## src/rtl/alarm_pkg.sv

```systemverilog
package alarm_pkg;
  localparam int unsigned ALM_COUNT  = 2;
  localparam int unsigned ALM_FIELDS = 7;
  localparam int unsigned ALM_BYTE_W = 8;
  localparam int unsigned ALM_ADDR_W = 5;

  typedef enum logic {
    IRQ_LATCHED = 1'b0,
    IRQ_PULSE   = 1'b1
  } irq_mode_e;

  typedef enum logic [2:0] {
    FLD_SEC   = 3'd0,
    FLD_MIN   = 3'd1,
    FLD_HOUR  = 3'd2,
    FLD_DATE  = 3'd3,
    FLD_MONTH = 3'd4,
    FLD_YEAR  = 3'd5,
    FLD_DOW   = 3'd6
  } time_field_e;
endpackage

```

## src/rtl/alarm_rst_sync.sv

```systemverilog
module alarm_rst_sync #(
  parameter int unsigned STAGES = 2
) (
  input  logic clk,
  input  logic rst_n,
  output logic srst_n
);
  logic [STAGES-1:0] sync_q;
  logic [STAGES-1:0] sync_d;

  always_comb begin
    sync_d = {sync_q[STAGES-2:0], 1'b1};
  end

  always_ff @(posedge clk or negedge rst_n) begin
    if (!rst_n) sync_q <= '0;
    else        sync_q <= sync_d;
  end

  assign srst_n = sync_q[STAGES-1];
endmodule

```

## src/rtl/alarm_bank.sv

```systemverilog
module alarm_bank #(
  parameter int unsigned NUM_FIELDS = alarm_pkg::ALM_FIELDS,
  parameter int unsigned BYTE_W     = alarm_pkg::ALM_BYTE_W,
  parameter int unsigned ADDR_W     = alarm_pkg::ALM_ADDR_W,
  parameter int unsigned BASE_ADDR  = 0
) (
  input  logic                         clk,
  input  logic                         srst_n,
  input  logic                         wr_en,
  input  logic [ADDR_W-1:0]            wr_addr,
  input  logic [BYTE_W-1:0]            wr_data,
  input  logic [NUM_FIELDS*BYTE_W-1:0] time_flat,
  output logic [NUM_FIELDS-1:0]        mask_o,
  output logic                         hit_o
);
  localparam int unsigned MASK_ADDR = BASE_ADDR + NUM_FIELDS;

  logic [NUM_FIELDS-1:0] mask_q;
  logic [NUM_FIELDS-1:0] mask_d;
  logic                  mask_en;
  logic [NUM_FIELDS-1:0] field_eq;

  for (genvar f = 0; f < NUM_FIELDS; f++) begin : g_field
    logic [BYTE_W-1:0] cmp_q;
    logic [BYTE_W-1:0] cmp_d;
    logic              cmp_en;

    always_comb begin
      cmp_en = wr_en && (wr_addr == ADDR_W'(BASE_ADDR + f));
      cmp_d  = wr_data;
    end

    always_ff @(posedge clk or negedge srst_n) begin
      if (!srst_n)     cmp_q <= '0;
      else if (cmp_en) cmp_q <= cmp_d;
    end

    assign field_eq[f] = (time_flat[f*BYTE_W +: BYTE_W] == cmp_q);
  end

  always_comb begin
    mask_en = wr_en && (wr_addr == ADDR_W'(MASK_ADDR));
    mask_d  = wr_data[NUM_FIELDS-1:0];
  end

  always_ff @(posedge clk or negedge srst_n) begin
    if (!srst_n)      mask_q <= '0;
    else if (mask_en) mask_q <= mask_d;
  end

  assign mask_o = mask_q;
  assign hit_o  = (|mask_q) && (&(field_eq | ~mask_q));
endmodule

```

## src/rtl/alarm_irq_ctrl.sv

```systemverilog
module alarm_irq_ctrl #(
  parameter int unsigned NUM_ALARMS = alarm_pkg::ALM_COUNT,
  parameter int unsigned BYTE_W     = alarm_pkg::ALM_BYTE_W,
  parameter int unsigned ADDR_W     = alarm_pkg::ALM_ADDR_W,
  parameter int unsigned CTRL_ADDR  = 16,
  parameter int unsigned STAT_ADDR  = 17
) (
  input  logic                  clk,
  input  logic                  srst_n,
  input  logic                  tick,
  input  logic                  wr_en,
  input  logic [ADDR_W-1:0]     wr_addr,
  input  logic [BYTE_W-1:0]     wr_data,
  input  logic [NUM_ALARMS-1:0] hit,
  output logic [NUM_ALARMS-1:0] flag_o,
  output logic                  pulse_mode_o,
  output logic                  irq_n_o
);
  import alarm_pkg::*;

  logic [NUM_ALARMS-1:0] flag_q, flag_d, evt, clr;
  irq_mode_e             mode_q, mode_d;
  logic                  mode_en;
  logic                  pulse_q, pulse_d;

  always_comb begin
    evt     = tick ? hit : '0;
    clr     = (wr_en && (wr_addr == ADDR_W'(STAT_ADDR))) ? ~wr_data[NUM_ALARMS-1:0] : '0;
    flag_d  = (flag_q & ~clr) | evt;
    mode_en = wr_en && (wr_addr == ADDR_W'(CTRL_ADDR));
    mode_d  = irq_mode_e'(wr_data[0]);
    pulse_d = |evt;
  end

  always_ff @(posedge clk or negedge srst_n) begin
    if (!srst_n) begin
      flag_q  <= '0;
      pulse_q <= 1'b0;
    end else begin
      flag_q  <= flag_d;
      pulse_q <= pulse_d;
    end
  end

  always_ff @(posedge clk or negedge srst_n) begin
    if (!srst_n)      mode_q <= IRQ_LATCHED;
    else if (mode_en) mode_q <= mode_d;
  end

  assign flag_o       = flag_q;
  assign pulse_mode_o = (mode_q == IRQ_PULSE);
  assign irq_n_o      = (mode_q == IRQ_PULSE) ? ~pulse_q : ~(|flag_q);
endmodule

```

## src/rtl/alarm_match_unit.sv

```systemverilog
module alarm_match_unit #(
  parameter int unsigned NUM_ALARMS = alarm_pkg::ALM_COUNT,
  parameter int unsigned NUM_FIELDS = alarm_pkg::ALM_FIELDS,
  parameter int unsigned BYTE_W     = alarm_pkg::ALM_BYTE_W,
  parameter int unsigned ADDR_W     = alarm_pkg::ALM_ADDR_W
) (
  input  logic                         clk,
  input  logic                         rst_n,
  input  logic                         tick_i,
  input  logic [NUM_FIELDS*BYTE_W-1:0] time_i,
  input  logic                         wr_en_i,
  input  logic [ADDR_W-1:0]            wr_addr_i,
  input  logic [BYTE_W-1:0]            wr_data_i,
  output logic [NUM_ALARMS-1:0]        flag_o,
  output logic                         irq_n_o
);
  localparam int unsigned STRIDE    = 1 << $clog2(NUM_FIELDS + 1);
  localparam int unsigned CTRL_ADDR = NUM_ALARMS * STRIDE;
  localparam int unsigned STAT_ADDR = CTRL_ADDR + 1;

  logic                             srst_n;
  logic [NUM_ALARMS-1:0]            hit;
  logic [NUM_ALARMS*NUM_FIELDS-1:0] mask_flat;
  logic                             pulse_mode;

  alarm_rst_sync #(.STAGES(2)) u_rst (
    .clk    (clk),
    .rst_n  (rst_n),
    .srst_n (srst_n)
  );

  for (genvar k = 0; k < NUM_ALARMS; k++) begin : g_bank
    alarm_bank #(
      .NUM_FIELDS (NUM_FIELDS),
      .BYTE_W     (BYTE_W),
      .ADDR_W     (ADDR_W),
      .BASE_ADDR  (k * STRIDE)
    ) u_bank (
      .clk       (clk),
      .srst_n    (srst_n),
      .wr_en     (wr_en_i),
      .wr_addr   (wr_addr_i),
      .wr_data   (wr_data_i),
      .time_flat (time_i),
      .mask_o    (mask_flat[k*NUM_FIELDS +: NUM_FIELDS]),
      .hit_o     (hit[k])
    );
  end

  alarm_irq_ctrl #(
    .NUM_ALARMS (NUM_ALARMS),
    .BYTE_W     (BYTE_W),
    .ADDR_W     (ADDR_W),
    .CTRL_ADDR  (CTRL_ADDR),
    .STAT_ADDR  (STAT_ADDR)
  ) u_irq (
    .clk          (clk),
    .srst_n       (srst_n),
    .tick         (tick_i),
    .wr_en        (wr_en_i),
    .wr_addr      (wr_addr_i),
    .wr_data      (wr_data_i),
    .hit          (hit),
    .flag_o       (flag_o),
    .pulse_mode_o (pulse_mode),
    .irq_n_o      (irq_n_o)
  );
endmodule

```

## config.mk

```make
export PLATFORM = sky130hd
export DESIGN_NAME = alarm_match_unit
export DESIGN_NICKNAME = d
export VERILOG_FILES = /design/src/rtl/alarm_pkg.sv /design/src/rtl/alarm_rst_sync.sv /design/src/rtl/alarm_bank.sv /design/src/rtl/alarm_irq_ctrl.sv /design/src/rtl/alarm_match_unit.sv
export SDC_FILE = /design/constraint.sdc
export NUM_CORES = 1
export LEC_CHECK = 0
export ABC_AREA = 1
export CAP_MARGIN = 20
export CORE_ASPECT_RATIO = 0.7
export CORE_MARGIN = 2
export CORE_UTILIZATION = 51
export DETAILED_ROUTE_END_ITERATION = 6
export DONT_BUFFER_PORTS = 1
export GPL_ROUTABILITY_DRIVEN = 0
export PLACE_DENSITY = 0.66
export SETUP_SLACK_MARGIN = 0.4
export SKIP_LAST_GASP = 1
export SLEW_MARGIN = 20
export SYNTH_ARGS = -nofsm -noshare
export SYNTH_HDL_FRONTEND = slang
export SYNTH_SLANG_ARGS = --single-unit
```

## constraint.sdc

```tcl
create_clock -name clk -period 7.4 [get_ports clk]
set_clock_uncertainty 0.1 [all_clocks]
set_input_delay 0.74 -clock clk [delete_from_list [all_inputs] [get_ports clk]]
set_output_delay 0.74 -clock clk [all_outputs]
set_load 0.1 [all_outputs]
```

==> impl_metrics.csv, run 1 <==
group,metric,value,unit
timing,timing.hold.ws,0.247,ns
critical_path,setup.worst_path.start_class,"flip-flop",
clocking,tritoncts,"built",
timing,period_share,36.7,%
global_routing,largest_net_degree_at_the_start_of_global_routing,72,
timing,timing.fmax,368,MHz
clocking,post_cts_resize_count,0,
die,chipHeight,98.5,µm
finish,fillers,1106,
routing,first_pass_drt_iterations,5,
critical_path,cpLargestDelayFamily,"flip-flops",
timing,worst_slew_margin_rel,26.7,%
timing,min_period,2.71,ns
yosys,synthesis.nets,883,
finish,layout.cells.non_filler,981,
routing,avgViaCountPerCell,5.20,
power,cellPowerDensity,301,nW/µm²
die,start_util,52.4,%
clocking,cts_buf_count,17,
clocking,clk_root_buffer_cell,"sky130_fd_sc_hd__clkbuf_16",
placement,detailed_place.area,6600,µm²
outcome,status,"finished clean",
finish,post_route_cells_drive_above_1_share,4.27,%
critical_path,worst-endpoint-arrival,1.87,ns
global_routing,global_route.overflow_total,0,
yosys,synth.yosys.seq_area_share,50.8,%
hold_path,min_path_type,"flip-flop to flip-flop",
die,total_number_of_placement_rows,34,
die,floorplan.core_area,12400,µm²
clocking,clock-sinks,132,
critical_path,slowest_stage,"sky130_fd_sc_hd__dfrtp_1",
critical_path,required,6.56,ns
global_routing,globalRouteTotalUtil,23.8,%
die,pin_count,76,
timing,rsz0062_at_grt,"false",
power,switching_share,27.7,%
power,static-leakage-power,0.00338,µW
finish,mostFrequentLayoutCell,"sky130_fd_sc_hd__nand2_1",
routing,wl_per_cell,15.5,µm
yosys,yosys_register_bits,132,
timing,hold_viol,0,
finish,insertedDiodeCount,0,
yosys,synthesized_area_per_cell,8.03,µm²
placement,estimated_wirelength_of_the_detail_placed_design,10500,µm
clocking,cts-hold-fix-buffers,1,
finish,post-route-util,57.9,%
clocking,post-cts-setup-buffer-count,0,
yosys,synthesis.yosys.warnings,0,
global_routing,global_route_wire_length_before_repair,25200,µm
power,clock_power_share,38.7,%
power,p_int,1570,µW
power,power_frac_seq,45.1,%
power,vdd_ir_drop_max,0.193,mV
timing,number_of_slew_limit_violations_in_the_final_report,0,
critical_path,crit_buf_inv,0,
finish,most_frequent_cells_in_the_layout,"324 x sky130_fd_sc_hd__nand2_1, 131 x sky130_fd_sc_hd__dfrtp_1, 122 x sky130_fd_sc_hd__o21ai_0",
finish,finalNetCount,880,
flow_run,cap_viol_max_count,0,
timing,worst_pin_slew,1.10,ns
yosys,netlist_area,6500,µm²
power,combinationalPowerShare,16.2,%
clocking,h_tree_depth,4,
global_routing,number_of_global_route_vias_before_repair,4909,
routing,route.vias.total,5099,
routing,drt_drc_violations_left,0,
routing,totalWireLength,15200,µm
critical_path,worst-setup-path-type,"flip-flop to output pin",
critical_path,cp-end-kind,"output pin",
timing,final-setup-viol-count,0,
yosys,yosysUniqueCellTypes,15,
clocking,clkLatencyLatePin,0.41,ns
power,net_switching_power,599,µW
timing,setup_tns,0,ns
clocking,cts.path.max_buffers,2,
critical_path,list_of_cells_traversed_by_the_critical_path,"nor2_1, nand2_1, o21ai_2",
finish,postLayoutCellArea,7200,µm²
die,dieWidth,139,µm
critical_path,critical_path.max_stage_delay,0.94,ns
critical_path,critical_path_peak_fanout,3,
die,die_area,13700,µm²
routing,ant_nets,0,
placement,placement.io_buffers,0,
global_routing,antenna_found_initial,0,
placement,dpl.cell_count,949,
yosys,syn_inst,810,
finish,areaGrowthSynthToFinish,10.7,%
routing,first_iter_violations,276,
clocking,cts.clk_slew.worst_paths,0.06,ns
power groups by stage:
stage          clock [µW]  sequential (µW)  combinational, µW
6_report              839              976                350
5_1_grt               889              993                413
4_1_cts               852              975                354
3_5_place_dp            0              985                351
3_3_place_gp            0              979                333
2_1_floorplan           0              965                290
logic make-up (layout without fill, tap and decap cells):
| logic type | Yosys count | count (layout) | synth area share [%] |
|---|---|---|---|
| DFF | 132 | 132 | 50.8 |
| and+or+nand+nor | 374 | 374 | 22.0 |
| buffers and inverters | 86 | 95 | 5.50 |
| other | 1 | 1 | 0.0577 |
| xor gates and xnor gates | 85 | 85 | 11.4 |
| AOI/OAI and AO/OA | 132 | 132 | 10.2 |
area by class of cell:
cell class | count | area (µm²) | share of cell area (%)
inverters | 62 | 233 | 3.23
flip-flops and latches | 132 | 3310 | 45.9
clock buffers | 21 | 460 | 6.40
multi-input cells | 592 | 2850 | 39.5
clock inverters | 10 | 131 | 1.83
repair buffers | 2 | 17.5 | 0.243
well taps | 162 | 203 | 2.82
flip-flops by register name, summed over array words and instances, names as in the netlist:
signal                       count
u_irq.flag_o                     2
u_irq.pulse_q                    1
u_rst.sync_q                     2
g_bank.u_bank.mask_o            14
g_bank.u_bank.g_field.cmp_q    112
u_irq.pulse_mode_o               1
final timing paths:
kind / from / endpoint / slack, ns / depth (start not counted)
worst min register to register: u_rst.sync_q[0]$_DFF_PN0_ / u_rst.sync_q[1]$_DFF_PN0_ / 0.25 / 0
max in group asynchronous: u_rst.sync_q[1]$_DFF_PN0_ / g_bank[0].u_bank.g_field[0].cmp_q[1]$_DFFE_PN0P_ / 5.50 / 1
worst max-delay path: u_irq.flag_o[0]$_DFF_PN0_ / irq_n_o / 4.69 / 3
min in group asynchronous: u_rst.sync_q[1]$_DFF_PN0_ / g_bank[1].u_bank.g_field[6].cmp_q[6]$_DFFE_PN0P_ / 0.31 / 0
worst max register to register: u_rst.sync_q[1]$_DFF_PN0_ / g_bank[0].u_bank.g_field[0].cmp_q[1]$_DFFE_PN0P_ / 5.50 / 1
worst min-delay path: u_rst.sync_q[0]$_DFF_PN0_ / u_rst.sync_q[1]$_DFF_PN0_ / 0.25 / 0
metrics by stage:
stage	worst slack (ns)	power [µW]
after global routing	4.58	2300
after CTS	4.68	2180
final	4.69	2160
after detailed placement	4.89	1340
after floorplan	3.35	1250
after global placement	4.93	1310
Yosys cell counts:
library cell,n,area share [%]
sky130_fd_sc_hd__buf_6,4,0.69
sky130_fd_sc_hd__dfrtp_1,132,51
sky130_fd_sc_hd__nor3_1,3,0.23
sky130_fd_sc_hd__nand2_1,324,19
sky130_fd_sc_hd__buf_2,4,0.31
sky130_fd_sc_hd__nand4_1,2,0.19
sky130_fd_sc_hd__o21ai_0,123,9.5
sky130_fd_sc_hd__nor3_2,3,0.46
sky130_fd_sc_hd__o21ai_1,7,0.54
sky130_fd_sc_hd__inv_1,62,3.6
sky130_fd_sc_hd__conb_1,1,0.058
sky130_fd_sc_hd__nor2_1,42,2.4
sky130_fd_sc_hd__clkbuf_1,16,0.92
sky130_fd_sc_hd__xnor2_1,85,11
sky130_fd_sc_hd__a31oi_1,2,0.19
per-layer routing:
metal | wire length [µm] | vias to the layer above | global-route usage [%]
met5 | 0 | - | 0
met4 | 161 | 0 | 6.68
met3 | 1210 | 18 | 7.48
met2 | 6610 | 155 | 35.4
met1 | 7210 | 2411 | 33.9
li1 | - | 2515 | -
(Power assumes the default switching activity.)
==> run 2, diff against run 1 <==
--- a/config.mk
+++ b/config.mk
@@ -5,7 +5,7 @@
 export SDC_FILE = /design/constraint.sdc
 export NUM_CORES = 1
 export LEC_CHECK = 0
-export ABC_AREA = 1
+export ABC_AREA = 0
 export CAP_MARGIN = 20
 export CORE_ASPECT_RATIO = 0.7
 export CORE_MARGIN = 2
@@ -13,7 +13,7 @@
 export DETAILED_ROUTE_END_ITERATION = 6
 export DONT_BUFFER_PORTS = 1
 export GPL_ROUTABILITY_DRIVEN = 0
-export PLACE_DENSITY = 0.66
+export PLACE_DENSITY = 0.69
 export SETUP_SLACK_MARGIN = 0.4
 export SKIP_LAST_GASP = 1
 export SLEW_MARGIN = 20
==> constraint.sdc (replaced) <==
create_clock -name clk -period 2.4 [get_ports clk]
set_clock_uncertainty 0.1 [all_clocks]
set_input_delay 0.24 -clock clk [delete_from_list [all_inputs] [get_ports clk]]
set_output_delay 0.24 -clock clk [all_outputs]
set_load 0.1 [all_outputs]
==> impl_metrics.csv, run 2 <==
group,metric,value,unit
yosys,synthesized_area_per_cell,13.3,µm²
die,total_number_of_placement_rows,34,
finish,most_frequent_cells_in_the_layout,"131 x sky130_fd_sc_hd__dfrtp_1, 127 x sky130_fd_sc_hd__mux2_2, 96 x sky130_fd_sc_hd__xnor2_1",
yosys,netlist.area_leader.share,52.0,%
yosys,ys_top_cells_by_area,"sky130_fd_sc_hd__dfrtp_1 52%, sky130_fd_sc_hd__mux2_2 23%, sky130_fd_sc_hd__xnor2_1 13%",
critical_path,cp-end-kind,"flip-flop",
die,dieWidth,137,µm
power,static-leakage-power,0.00308,µW
outcome,status,"finished clean",
finish,insertedDiodeCount,0,
timing,hold_viol,0,
clocking,h_tree_depth,4,
flow_run,cap_viol_max_count,0,
routing,wl_per_cell,21.1,µm
critical_path,critical-path-top-cell-by-count,"sky130_fd_sc_hd__nand4_1",
clocking,clkLatencyLatePin,0.41,ns
finish,post_route_cells_drive_above_1_share,35.5,%
critical_path,crit_buf_inv,0,
global_routing,antenna_found_initial,1,
die,start_util,51.7,%
global_routing,number_of_global_route_vias_before_repair,4183,
critical_path,critical_path_peak_fanout,2,
clocking,clk_root_buffer_cell,"sky130_fd_sc_hd__clkbuf_16",
yosys,synthesis.nets,549,
critical_path,list_of_cells_traversed_by_the_critical_path,"xnor2_1, nand4_1, o21ai_0, nand4_1, a2111oi_1, or2_1",
die,die_area,13400,µm²
yosys,synthesis.yosys.warnings,0,
routing,drt_drc_violations_left,0,
routing,ant_nets,0,
critical_path,critical_path.max_stage_delay,0.39,ns
clocking,tritoncts,"built",
yosys,synth-edff-count,0,
timing,setup_slack_after_layout,0.538,ns
yosys,top_cell_types_by_occurrence_after_synthesis,"132 x sky130_fd_sc_hd__dfrtp_1, 127 x sky130_fd_sc_hd__mux2_2, 96 x sky130_fd_sc_hd__xnor2_1",
placement,detailedPlace.worstSlack,0.519,ns
finish,mostFrequentLayoutCell,"sky130_fd_sc_hd__dfrtp_1",
yosys,yosys_most_used_dff,"sky130_fd_sc_hd__dfrtp_1",
timing,min_period,1.86,ns
clocking,post-cts-setup-buffer-count,0,
timing,worst_pin_slew,0.886,ns
yosys,synth.yosys.seq_area_share,52.0,%
critical_path,worst-endpoint-arrival,2.11,ns
global_routing,global_route_wire_length_before_repair,22800,µm
critical_path,setup.worst_path.start_class,"flip-flop",
critical_path,required,2.65,ns
die,chipHeight,97.4,µm
clocking,clock-sinks,132,
hold_path,min_path_type,"input pin to flip-flop",
placement,placement.io_buffers,0,
placement,estimated_wirelength_of_the_detail_placed_design,10000,µm
timing,timing.fmax,537,MHz
yosys,netlist_area,6350,µm²
yosys,area_leader_netlist,"sky130_fd_sc_hd__dfrtp_1",
routing,first_iter_violations,162,
timing,setup_tns,0,ns
timing,rsz0062_at_grt,"false",
routing,first_pass_drt_iterations,4,
power,vdd_ir_drop_max,0.646,mV
timing,number_of_slew_limit_violations_in_the_final_report,0,
yosys,syn_inst,476,
timing,period_share,77.6,%
clocking,cts_buf_count,17,
die,pin_count,76,
routing,route.vias.total,3758,
finish,areaGrowthSynthToFinish,16.0,%
die,floorplan.core_area,12300,µm²
yosys,yosysMostFrequentCell,"sky130_fd_sc_hd__dfrtp_1",
critical_path,slowest_stage,"sky130_fd_sc_hd__dfrtp_1",
global_routing,global_route.overflow_total,0,
yosys,yosys_register_bits,132,
routing,avgViaCountPerCell,5.54,
routing,totalWireLength,14300,µm
clocking,cts.path.max_buffers,2,
power,cellPowerDensity,953,nW/µm²
finish,finalNetCount,576,
finish,top_register,"g_bank.u_bank.g_field.cmp_q",
critical_path,worst-setup-path-type,"flip-flop to flip-flop",
clocking,cts.clk_slew.worst_paths,0.06,ns
yosys,synthArstFlopShare,100,%
global_routing,globalRouteTotalUtil,22.9,%
timing,worst_slew_margin_rel,40.8,%
critical_path,cpLargestDelayFamily,"compound AO/OA/AOI/OAI gates",
finish,flip_flop_count_of_the_largest_register_after_layout,112,
global_routing,largest_net_degree_at_the_start_of_global_routing,45,
yosys,yosysUniqueCellTypes,27,
timing,final-setup-viol-count,0,
-- run 2: changes by cell type in the layout (fill, tap and decap cells not counted), sizes merged, moves of 27 or more --
cell | before | now
nand2 | 324 | 15
mux2 | 0 | 127
o21ai | 130 | 14
inv | 62 | 1
nor2 | 42 | 6
nand4 | 2 | 29
-- run 2: what timing repair did --
item / in CTS / in global routing
endpoints found under the hold margin: 131 / 0
gates resized for setup: 0 / 2
hold buffers: 13 / 0
endpoints found under the setup margin: 0 / 3
-- run 2: logic make-up (layout without fill, tap and decap cells) --
family                    Yosys count  in the layout  synth area share, %
other                               1              1               0.0590
and+or+nand+nor                    71             71                 6.91
DFF                               132            132                 52.0
buffers and inverters              14             54                 1.34
muxes                             127            127                 22.5
xor gates and xnor gates          112            112                 15.4
AOI/OAI and AO/OA                  19             19                 1.73
-- run 2: area by class of cell --
type | count | area, µm²
fillers | 939 | 4930
flip-flops and latches | 132 | 3310
multi-input cells | 330 | 2980
clock buffers | 19 | 453
repair buffers | 22 | 223
clock inverters | 13 | 204
well taps | 162 | 203
-- run 2: power by group --
| group | switching (µW) | leakage, µW | internal, µW | total [µW] |
|---|---|---|---|---|
| Clock | 970 | 0.000311 | 1900 | 2860 |
| Sequential | 310 | 0.00168 | 2660 | 2970 |
| Combinational | 505 | 0.00109 | 676 | 1180 |
| Total | 1780 | 0.00308 | 5230 | 7020 |
-- run 2: routing by layer --
layer | wire length, µm | up-vias | global-route usage [%]
met5 | 17 | - | 0
met2 | 6500 | 96 | 34.4
li1 | - | 1732 | -
met1 | 6280 | 1909 | 30.8
met4 | 192 | 2 | 6.66
met3 | 1290 | 19 | 9.08
-- run 2: worst paths after layout --
check | from | to | slack (ns) | cells past startpoint
max | g_bank[0].u_bank.g_field[0].cmp_q[5]$_DFFE_PN0P_ | u_irq.pulse_q$_DFF_PN0_ | 0.54 | 6
min | tick_i | u_irq.flag_o[1]$_DFF_PN0_ | 0.02 | 3
max reg2reg | g_bank[0].u_bank.g_field[0].cmp_q[5]$_DFFE_PN0P_ | u_irq.pulse_q$_DFF_PN0_ | 0.54 | 6
min reg2reg | u_rst.sync_q[1]$_DFF_PN0_ | g_bank[1].u_bank.g_field[2].cmp_q[3]$_DFFE_PN0P_ | 0.11 | 0
max in group asynchronous | u_rst.sync_q[1]$_DFF_PN0_ | g_bank[1].u_bank.g_field[5].cmp_q[2]$_DFFE_PN0P_ | 1.41 | 1
min in group asynchronous | u_rst.sync_q[1]$_DFF_PN0_ | g_bank[1].u_bank.g_field[2].cmp_q[3]$_DFFE_PN0P_ | 0.11 | 0
-- run 2: metrics by stage --
| stage | area [µm²] | total power [µW] | hold WS, ns | instances | util, % |
|---|---|---|---|---|---|
| 5_1_grt | 7370 | 7310 | 0.0297 | 678 | 59.9 |
| 6_report | 7370 | 7020 | 0.0203 | 678 | 59.9 |
| 3_5_place_dp | 6580 | 4140 | -0.156 | 633 | 53.5 |
| 2_1_floorplan | 6370 | 3890 | -0.156 | 476 | - |
| 4_1_cts | 7360 | 7070 | 0.0121 | 678 | 59.9 |
| 3_3_place_gp | 6580 | 4070 | -0.156 | 633 | 53.5 |
-- run 2: worst register-to-register path, delay by kind of cell (launching register included) --
kind            cells  cell delay [ns]
compound gates      2             0.62
xor+xnor            1             0.19
flops               1             0.39
simple gates        3             0.51
